--- src/rtl/usec_timer_pkg.sv ---
package usec_timer_pkg;
    localparam int PS_W = 4;

    // First prescaler state, chosen so that the states from it up to all ones,
    // plus one tick cycle, make up exactly div cycles.
    function automatic logic [PS_W-1:0] ps_first(input int div);
        int v;
        v = (1 << PS_W) + 1 - div;
        return v[PS_W-1:0];
    endfunction
endpackage

--- src/rtl/tick_prescaler.sv ---
module tick_prescaler
    import usec_timer_pkg::*;
#(
    parameter int DIV = 8
) (
    input  logic clk,
    input  logic rst,
    output logic tick,
    output logic tick_next
);
    localparam logic [PS_W-1:0] PS_START = ps_first(DIV);
    localparam logic [PS_W-1:0] PS_LAST  = '1;

    typedef struct packed {
        logic [PS_W-1:0] ps;
        logic            tick;
    } ps_state_t;

    ps_state_t st_d, st_q;

    always_comb begin
        st_d = st_q;
        if (st_q.tick) begin
            st_d.tick = 1'b0;
            st_d.ps   = PS_START;
        end else if (st_q.ps == PS_LAST) begin
            st_d.tick = 1'b1;
        end else begin
            st_d.ps = st_q.ps + 1'b1;
        end
    end

    always_ff @(posedge clk) begin
        if (rst) begin
            st_q.ps   <= PS_START;
            st_q.tick <= 1'b0;
        end else begin
            st_q <= st_d;
        end
    end

    assign tick      = st_q.tick;
    assign tick_next = st_d.tick;


    tick_single_chk: assert property (@(posedge clk) disable iff (rst)
        tick |=> !tick);


    tick_announced_chk: assert property (@(posedge clk) disable iff (rst)
        tick_next |=> tick);
endmodule

--- src/rtl/freerun_counter.sv ---
module freerun_counter #(
    parameter int W = 32
) (
    input  logic         clk,
    input  logic         rst,
    input  logic         tick,
    output logic [W-1:0] count
);
    typedef struct packed {
        logic [W-1:0] cnt;
    } fr_state_t;

    fr_state_t st_d, st_q;

    always_comb begin
        st_d = st_q;
        if (tick) st_d.cnt = st_q.cnt + 1'b1;
    end

    always_ff @(posedge clk) begin
        if (rst) st_q.cnt <= '0;
        else     st_q     <= st_d;
    end

    assign count = st_q.cnt;


    base_step_chk: assert property (@(posedge clk) disable iff (rst)
        tick |=> count == $past(count) + 1'b1);


    base_hold_chk: assert property (@(posedge clk) disable iff (rst)
        !tick |=> $stable(count));
endmodule

--- src/rtl/interval_timer.sv ---
module interval_timer #(
    parameter int W = 32
) (
    input  logic         clk,
    input  logic         rst,
    input  logic         ld,
    input  logic [W-1:0] din,
    input  logic         tick,
    input  logic         tick_next,
    output logic [W-1:0] value,
    output logic         irq
);
    localparam logic [W-1:0] ALL_ONES = '1;

    typedef struct packed {
        logic [W-1:0] val;
        logic         skip;
        logic         irq;
    } tm_state_t;

    tm_state_t st_d, st_q;

    always_comb begin
        st_d = st_q;
        if (ld) begin
            st_d.val  = din;
            st_d.skip = tick_next;
        end else if (tick) begin
            st_d.skip = 1'b0;
            if (!st_q.skip) st_d.val = st_q.val + 1'b1;
        end
        st_d.irq = tick_next && (st_d.val == ALL_ONES) && !st_d.skip;
    end

    always_ff @(posedge clk) begin
        if (rst) begin
            st_q.val  <= '0;
            st_q.skip <= 1'b0;
            st_q.irq  <= 1'b0;
        end else begin
            st_q <= st_d;
        end
    end

    assign value = st_q.val;
    assign irq   = st_q.irq;


    load_value_chk: assert property (@(posedge clk) disable iff (rst)
        ld |=> value == $past(din));


    irq_on_tick_chk: assert property (@(posedge clk) disable iff (rst)
        irq |-> tick && value == ALL_ONES);


    irq_wraps_chk: assert property (@(posedge clk) disable iff (rst)
        irq && !ld |=> value == '0);


    idle_hold_chk: assert property (@(posedge clk) disable iff (rst)
        !tick && !ld |=> $stable(value));
endmodule

--- src/rtl/usec_timer_unit.sv ---
module usec_timer_unit #(
    parameter int DIV   = 8,
    parameter int CNT_W = 32
) (
    input  logic             clk,
    input  logic             rst,
    input  logic             wr_a,
    input  logic             wr_b,
    input  logic [CNT_W-1:0] wr_data,
    output logic [CNT_W-1:0] time_base,
    output logic [CNT_W-1:0] tmr_a,
    output logic [CNT_W-1:0] tmr_b,
    output logic             irq_a,
    output logic             irq_b
);
    localparam int N_TMR = 2;

    logic             tick, tick_next;
    logic [N_TMR-1:0] ld_vec;
    logic [N_TMR-1:0] irq_vec;
    logic [CNT_W-1:0] val_arr [N_TMR];

    assign ld_vec = {wr_b, wr_a};

    tick_prescaler #(.DIV(DIV)) u_presc (
        .clk       (clk),
        .rst       (rst),
        .tick      (tick),
        .tick_next (tick_next)
    );

    freerun_counter #(.W(CNT_W)) u_base (
        .clk   (clk),
        .rst   (rst),
        .tick  (tick),
        .count (time_base)
    );

    for (genvar i = 0; i < N_TMR; i++) begin : g_tmr
        interval_timer #(.W(CNT_W)) u_tmr (
            .clk       (clk),
            .rst       (rst),
            .ld        (ld_vec[i]),
            .din       (wr_data),
            .tick      (tick),
            .tick_next (tick_next),
            .value     (val_arr[i]),
            .irq       (irq_vec[i])
        );
    end

    assign tmr_a = val_arr[0];
    assign tmr_b = val_arr[1];
    assign irq_a = irq_vec[0];
    assign irq_b = irq_vec[1];


    reset_clear_chk: assert property (@(posedge clk)
        rst |=> time_base == '0 && tmr_a == '0 && tmr_b == '0 && !irq_a && !irq_b);


    load_beats_tick_chk: assert property (@(posedge clk) disable iff (rst)
        tick && wr_a |=> tmr_a == $past(wr_data));
endmodule

--- config.mk ---
export PLATFORM = sky130hd
export DESIGN_NAME = usec_timer_unit
export DESIGN_NICKNAME = d
export VERILOG_FILES = /design/src/rtl/usec_timer_pkg.sv /design/src/rtl/tick_prescaler.sv /design/src/rtl/freerun_counter.sv /design/src/rtl/interval_timer.sv /design/src/rtl/usec_timer_unit.sv
export SDC_FILE = /design/constraint.sdc
export NUM_CORES = 1
export LEC_CHECK = 0
export BUFFER_PORTS_ARGS = -buffer_cell sky130_fd_sc_hd__buf_4
export CORE_ASPECT_RATIO = 0.75
export CORE_MARGIN = 5
export CORE_UTILIZATION = 55
export CTS_CLUSTER_SIZE = 30
export DETAILED_ROUTE_END_ITERATION = 7
export HOLD_SLACK_MARGIN = 0.1
export PLACE_DENSITY = 0.8
export REMOVE_ABC_BUFFERS = 1
export SLEW_MARGIN = 20
export SYNTH_ARGS = -nofsm -noshare
export SYNTH_HDL_FRONTEND = slang
export SYNTH_SLANG_ARGS = --single-unit
--- constraint.sdc ---
create_clock -name clk -period 2.81 [get_ports clk]
set_input_delay 0.1405 -clock clk [delete_from_list [all_inputs] [get_ports clk]]
set_output_delay 0.1405 -clock clk [all_outputs]
set_load 0.03 [all_outputs]
### Word-level counts from Yosys, hierarchy flattened

Cells that the tools add are included.

* word-level logic and storage cells: 31
* bits of input ports: 36
* bits in registers: 105
* output and inout bits: 98

* eq/ne operators: 3
* multiplexer cells: 8
* $add $sub $neg: 4
* reduce and logical (&&, ||, !) cells: 7

Operators with widths (number)
* 2-to-1 mux 33 bit: 4
* adder 32 x 1 -> 32 bit (second input constant): 3
* equality test 32 bit (second input constant): 2
* 2-to-1 mux 32 bit: 2
* adder 4 x 1 -> 4 bit (second input constant): 1
* equality test 4 bit (second input constant): 1
* logical AND 1 bit: 4
* logical NOT 1 bit: 2
* 2-to-1 mux 1 bit: 2
* OR reduction 2 bit: 1

### Longest topological paths before layout

* word-level depth: 7
* gate-level depth with buffers: 9
* mapped depth without buffers: 8

### Modules after synthesis

From an unflattened synthesis, not the netlist that was laid out.

* cells, all modules: 842
* area total of the unflattened synthesis: 6764.0 sq um

Modules (own cells, without submodules)
* interval_timer at g_tmr[1].u_tmr: instances 1, cells each 314, seq. area each 680.7 sq um, area an instance 2541.2 sq um
* interval_timer at g_tmr[0].u_tmr: instances 1, cells each 327, seq. area each 680.7 sq um, area an instance 2462.4 sq um
* freerun_counter: instances 1, cells each 181, seq. area each 640.6 sq um, area an instance 1564.0 sq um
* tick_prescaler: instances 1, cells each 20, seq. area each 100.1 sq um, area an instance 196.4 sq um

### Worst setup path before layout

Ideal clock, no wire load.

* path type: register to register
* start: register g_tmr[0].u_tmr.st_q (netlist bit g_tmr[0].u_tmr.value[0])
* end: register g_tmr[0].u_tmr.irq (netlist name)
* required time: 2.718 ns
* buffers on the path: 0
* setup time: 0.092 ns
* stages on the path, launching flop included: 9
* setup slack: 0.429 ns
* arrival: 2.289 ns
* clock period less this slack: 2.381 ns
* cells stage by stage: dfxtp_1 -> ha_1 -> nand2_1 -> or4_1 -> or4_1 -> mux2i_1 -> a21oi_1 -> nand4_1 -> nor4_1

* cells in the longest elaborated chain, start to end: 7

RTL lines
* start: declaration: line interval_timer.sv:21 `tm_state_t st_d, st_q;`
* start signal: assignment: line interval_timer.sv:41 `st_q <= st_d;`
* adder 32 x 1 -> 32 bit: line interval_timer.sv:30 `if (!st_q.skip) st_d.val = st_q.val + 1'b1;`
* 2-to-1 mux 32 bit: line interval_timer.sv:30
* 2-to-1 mux 33 bit *: line interval_timer.sv:28 `end else if (tick) begin`
* 2-to-1 mux 33 bit *: line interval_timer.sv:25 `if (ld) begin`
* equality test 32 bit *: line interval_timer.sv:32 `st_d.irq = tick_next && (st_d.val == ALL_ONES) && !st_d.skip;`
* logical AND 1 bit * (2 in a row): line interval_timer.sv:32

Every way passes the cells marked *; elsewhere a longest branch is shown, timed or not.
A chain may end at the register's enable or synchronous reset.

### Worst setup path after layout

* start: register g_tmr[1].u_tmr.st_q (netlist bit g_tmr[1].u_tmr.value[1])
* end: register g_tmr[1].u_tmr.irq (netlist name)

* cells in the longest elaborated chain, start to end: 7

RTL lines (line)
* start: declaration: interval_timer.sv:21
* start signal: assignment: interval_timer.sv:41
* adder 32 x 1 -> 32 bit: interval_timer.sv:30
* 2-to-1 mux 32 bit: interval_timer.sv:30
* 2-to-1 mux 33 bit *: interval_timer.sv:28
* 2-to-1 mux 33 bit *: interval_timer.sv:25
* equality test 32 bit *: interval_timer.sv:32
* logical AND 1 bit * (2 in a row): interval_timer.sv:32

Marked as above.

==> key figures <==
Run status
  • Outcome: finished, final reports clean

Route
  • Routed WL per cell: 18.5 µm
  • Starting DRT DRC Count: 553
  • Via count: 6022
  • Drt drc: 0
  • Vias/cell: 5.88
  • Number of routed nets with antenna violations: 0
  • Routed WL: 18900 µm
  • DR pass1 iterations: 5

Finish
  • Fin area: 7530 µm²
  • Layout cell share with drive strength beyond 1: 21.9%
  • Fill cell count: 923
  • P&R area growth vs syn: 21.0%
  • Non-Filler Instances: 1024
  • Number of diodes: 0
  • Fin nets: 919

Synth
  • Asr flop ratio synth: 0%
  • Yosys warns: 0
  • Cells taking the most area after synthesis: dfxtp_1, buf_4, nor2_1
  • Sequential fraction of the synthesis area: 33.8%
  • Cell Area, Synth: 6220 µm²
  • Post-synth top cells: nor2_1, dfxtp_1, buf_4, nand2_1, xor2_1
  • Synthesized area per cell: 7.94 µm²
  • Top-count cell post-synth: nor2_1
  • Main flop type after synthesis: dfxtp_1
  • Distinct cells, synth: 58
  • Yosys top cell area share: 33.8%
  • FF+latch count, synth: 105
  • Cell taking the most area after synthesis: dfxtp_1
  • Number of flops mapped to enable cells by yosys: 0
  • Post-Syn Instances: 784

Die
  • Initial Util: 56.7%
  • Die Width: 133 µm
  • I/O Pins: 134
  • Die Y: 102 µm
  • Core Area: 11000 µm²
  • Die area: 13600 µm²
  • FP Rows: 33

Place
  • Placed cells: 979
  • Placed Area: 6930 µm²
  • HPWL after detailed placement: 14100 µm
  • IO Port Bufs: 133
  • Gp weighted congestion: 0.945

Worst setup path
  • Worst endpoint required time: 3.06 ns
  • Worst-path fanout max: 9
  • Worst flop-to-flop path startpoint: g_tmr[1].u_tmr.value[1]$_SDFF_PP0_
  • R2R Setup Slk: 0.16 ns
  • Critical path endpoint category: register
  • Reg-to-reg critical path endpoint: g_tmr[1].u_tmr.irq$_SDFF_PP0_
  • Crit path kind: register to register
  • Slowest CP cell: mux2_2
  • FF-to-FF path depth: 8
  • Crit-path cells: ha_1 > and4_1 > nand2_2 > nor4_2 > mux2_2 > a2111oi_2 > nand4_1 > nor4_1
  • Crit path from: g_tmr[1].u_tmr.value[1]$_SDFF_PP0_
  • Worst Setup Start Kind: register
  • CP Capture Point: g_tmr[1].u_tmr.irq$_SDFF_PP0_
  • Max stage delay on crit path: 0.39 ns
  • Worst EP arrival: 2.89 ns

CTS
  • Clock transition at the registers of the reported paths: 0.08 ns
  • Skew-Pair Late Insertion Delay: 0.34 ns
  • CTS tree: built
  • H-Tree Depth: 3
  • Root buffer cell: clkbuf_16
  • Clock sinks: 105
  • Total CTS buffers: 9
  • Max Root-Sink Buffers: 2

STA
  • Slew @ Worst Pin: 0.676 ns
  • Final hold violation count: 0
  • Clk_skew: 0.00659 ns
  • Max-slew headroom: 54.5%
  • Min Clock Period, post-route: 2.65 ns
  • Pins Over Slew Limit: 0
  • Setup TNS: 0 ns
  • Setup Viol. Count Final: 0
  • RSZ-0062 raised after global routing: false
  • Final Cycle Share: 94.1%
  • Maximum clock rate: 378 MHz

Worst hold path
  • HP Class: primary input to register

Power
  • Maximum vdd drop: 316 µV
  • Pwr Density: 472 nW/µm²
  • Leak: 3.09 nW

Global route
  • First-pass GRT wire length: 30000 µm
  • Grt total ovfl: 0
  • Gr usage total: 27.3%
  • Antenna violations before repair: 0
  • Pin count of the biggest net entering global routing: 61
  • Vias in the first global route: 5750

Job
  • Max-cap violations: 0
[final cells by class]
cell class                 count  area [µm²]  area share [%]
multi-input combinational    565        3450            45.9
timing repair buffer         183        1440            19.1
clock buffer                   9         225            2.99
clock inverter                 7        77.6            1.03
sequential                   105        2100            27.9
tap                          140         175            2.33
inverter                      15        56.3           0.748
[flip-flops by register name, summed over array words and instances (netlist names)]
register / cells
g_tmr.u_tmr.value: 64
u_base.count: 32
u_presc.st_q: 4
g_tmr.u_tmr.irq: 2
g_tmr.u_tmr.st_q: 2
u_presc.tick: 1
[stage by stage]
stage / hold WS, ns / worst slack, ns / utilization [%] / total power [mW]
global placement: 0.390 / 0.213 / 63.1 / 2.23
CTS: 0.101 / 0.0399 / 68.3 / 3.55
global route: 0.123 / 0.00107 / 68.6 / 3.67
floorplan: 0.210 / 0.187 / - / 1.96
finish: 0.115 / 0.165 / 68.6 / 3.55
detailed placement: 0.399 / 0.0280 / 63.1 / 2.24
[what timing repair did]
item | in CTS | in global routing
resized for setup | 1 | 4
endpoints found under the setup margin | 1 | 2
setup buffers | 0 | 3
endpoints found under the hold margin | 30 | 0
hold buffers | 26 | 0
[cells in the final DEF, fill, tap and decap left out, types with 4 or more instances in the layout]
cell type,instances
nand4_1,35
xnor2_1,36
o21ai_0,28
nor4_1,20
xor2_1,39
ha_1,4
dlygate4sd3_1,26
nand2_1,65
clkbuf_16,9
buf_4,157
dfxtp_1,103
nor2b_1,6
and2_1,11
nor3_1,9
nand3_1,38
nor2_1,109
nand2b_1,10
inv_1,15
a21oi_1,37
and3_1,13
mux2i_1,14
a211oi_1,5
or3_1,9
o31ai_1,9
and4_1,12
[worst min path at each step]
| stage | slack [ns] | cells after the start | from | end |
|---|---|---|---|---|
| floorplan | 0.21 | 1 | rst | g_tmr[0].u_tmr.value[12]$_SDFF_PP0_ |
| global placement | 0.39 | 3 | wr_data[0] | g_tmr[0].u_tmr.value[0]$_SDFF_PP0_ |
| detailed placement | 0.40 | 3 | wr_data[1] | g_tmr[1].u_tmr.value[1]$_SDFF_PP0_ |
| CTS | 0.10 | 3 | wr_data[29] | g_tmr[0].u_tmr.value[29]$_SDFF_PP0_ |
| global route | 0.12 | 3 | wr_data[29] | g_tmr[0].u_tmr.value[29]$_SDFF_PP0_ |
| finish | 0.12 | 3 | wr_data[29] | g_tmr[0].u_tmr.value[29]$_SDFF_PP0_ |
[cells by family (layout without fill, tap and decap cells)]
kind of cell / Yosys count / count (layout) / share of synthesized area [%]
and+or+nand+nor: 366 / 366 / 31.1
buffers and inverters: 114 / 214 / 10.9
DFF: 105 / 105 / 33.8
AOI/OAI and AO/OA: 104 / 104 / 10.2
xor gates and xnor gates: 75 / 75 / 10.6
muxes: 16 / 16 / 2.61
adders and majority gates: 4 / 4 / 0.804
[per-layer routing]
layer	vias to the layer above	track usage (%)	routed length [µm]
met1	2836	38.1	8490
met4	0	8.07	362
met3	32	5.95	1570
met2	284	42.9	8500
met5	-	0	0
li1	2870	-	-
[report_power, final]
group          internal, mW  switching, mW
clock                 0.700          0.606
combinational         0.242          0.358
sequential             1.56         0.0915
[worst max-delay path, delay by kind of cell, from the launching register on]
kind | cells | cell delay, ns
multiplexers | 1 | 0.39
AO/OA/AOI/OAI | 1 | 0.33
adder cells (fa/ha/maj) | 1 | 0.22
AND/OR/NAND/NOR | 5 | 1.23
flip-flops | 1 | 0.38
Power figures use the tool's default switching activity.
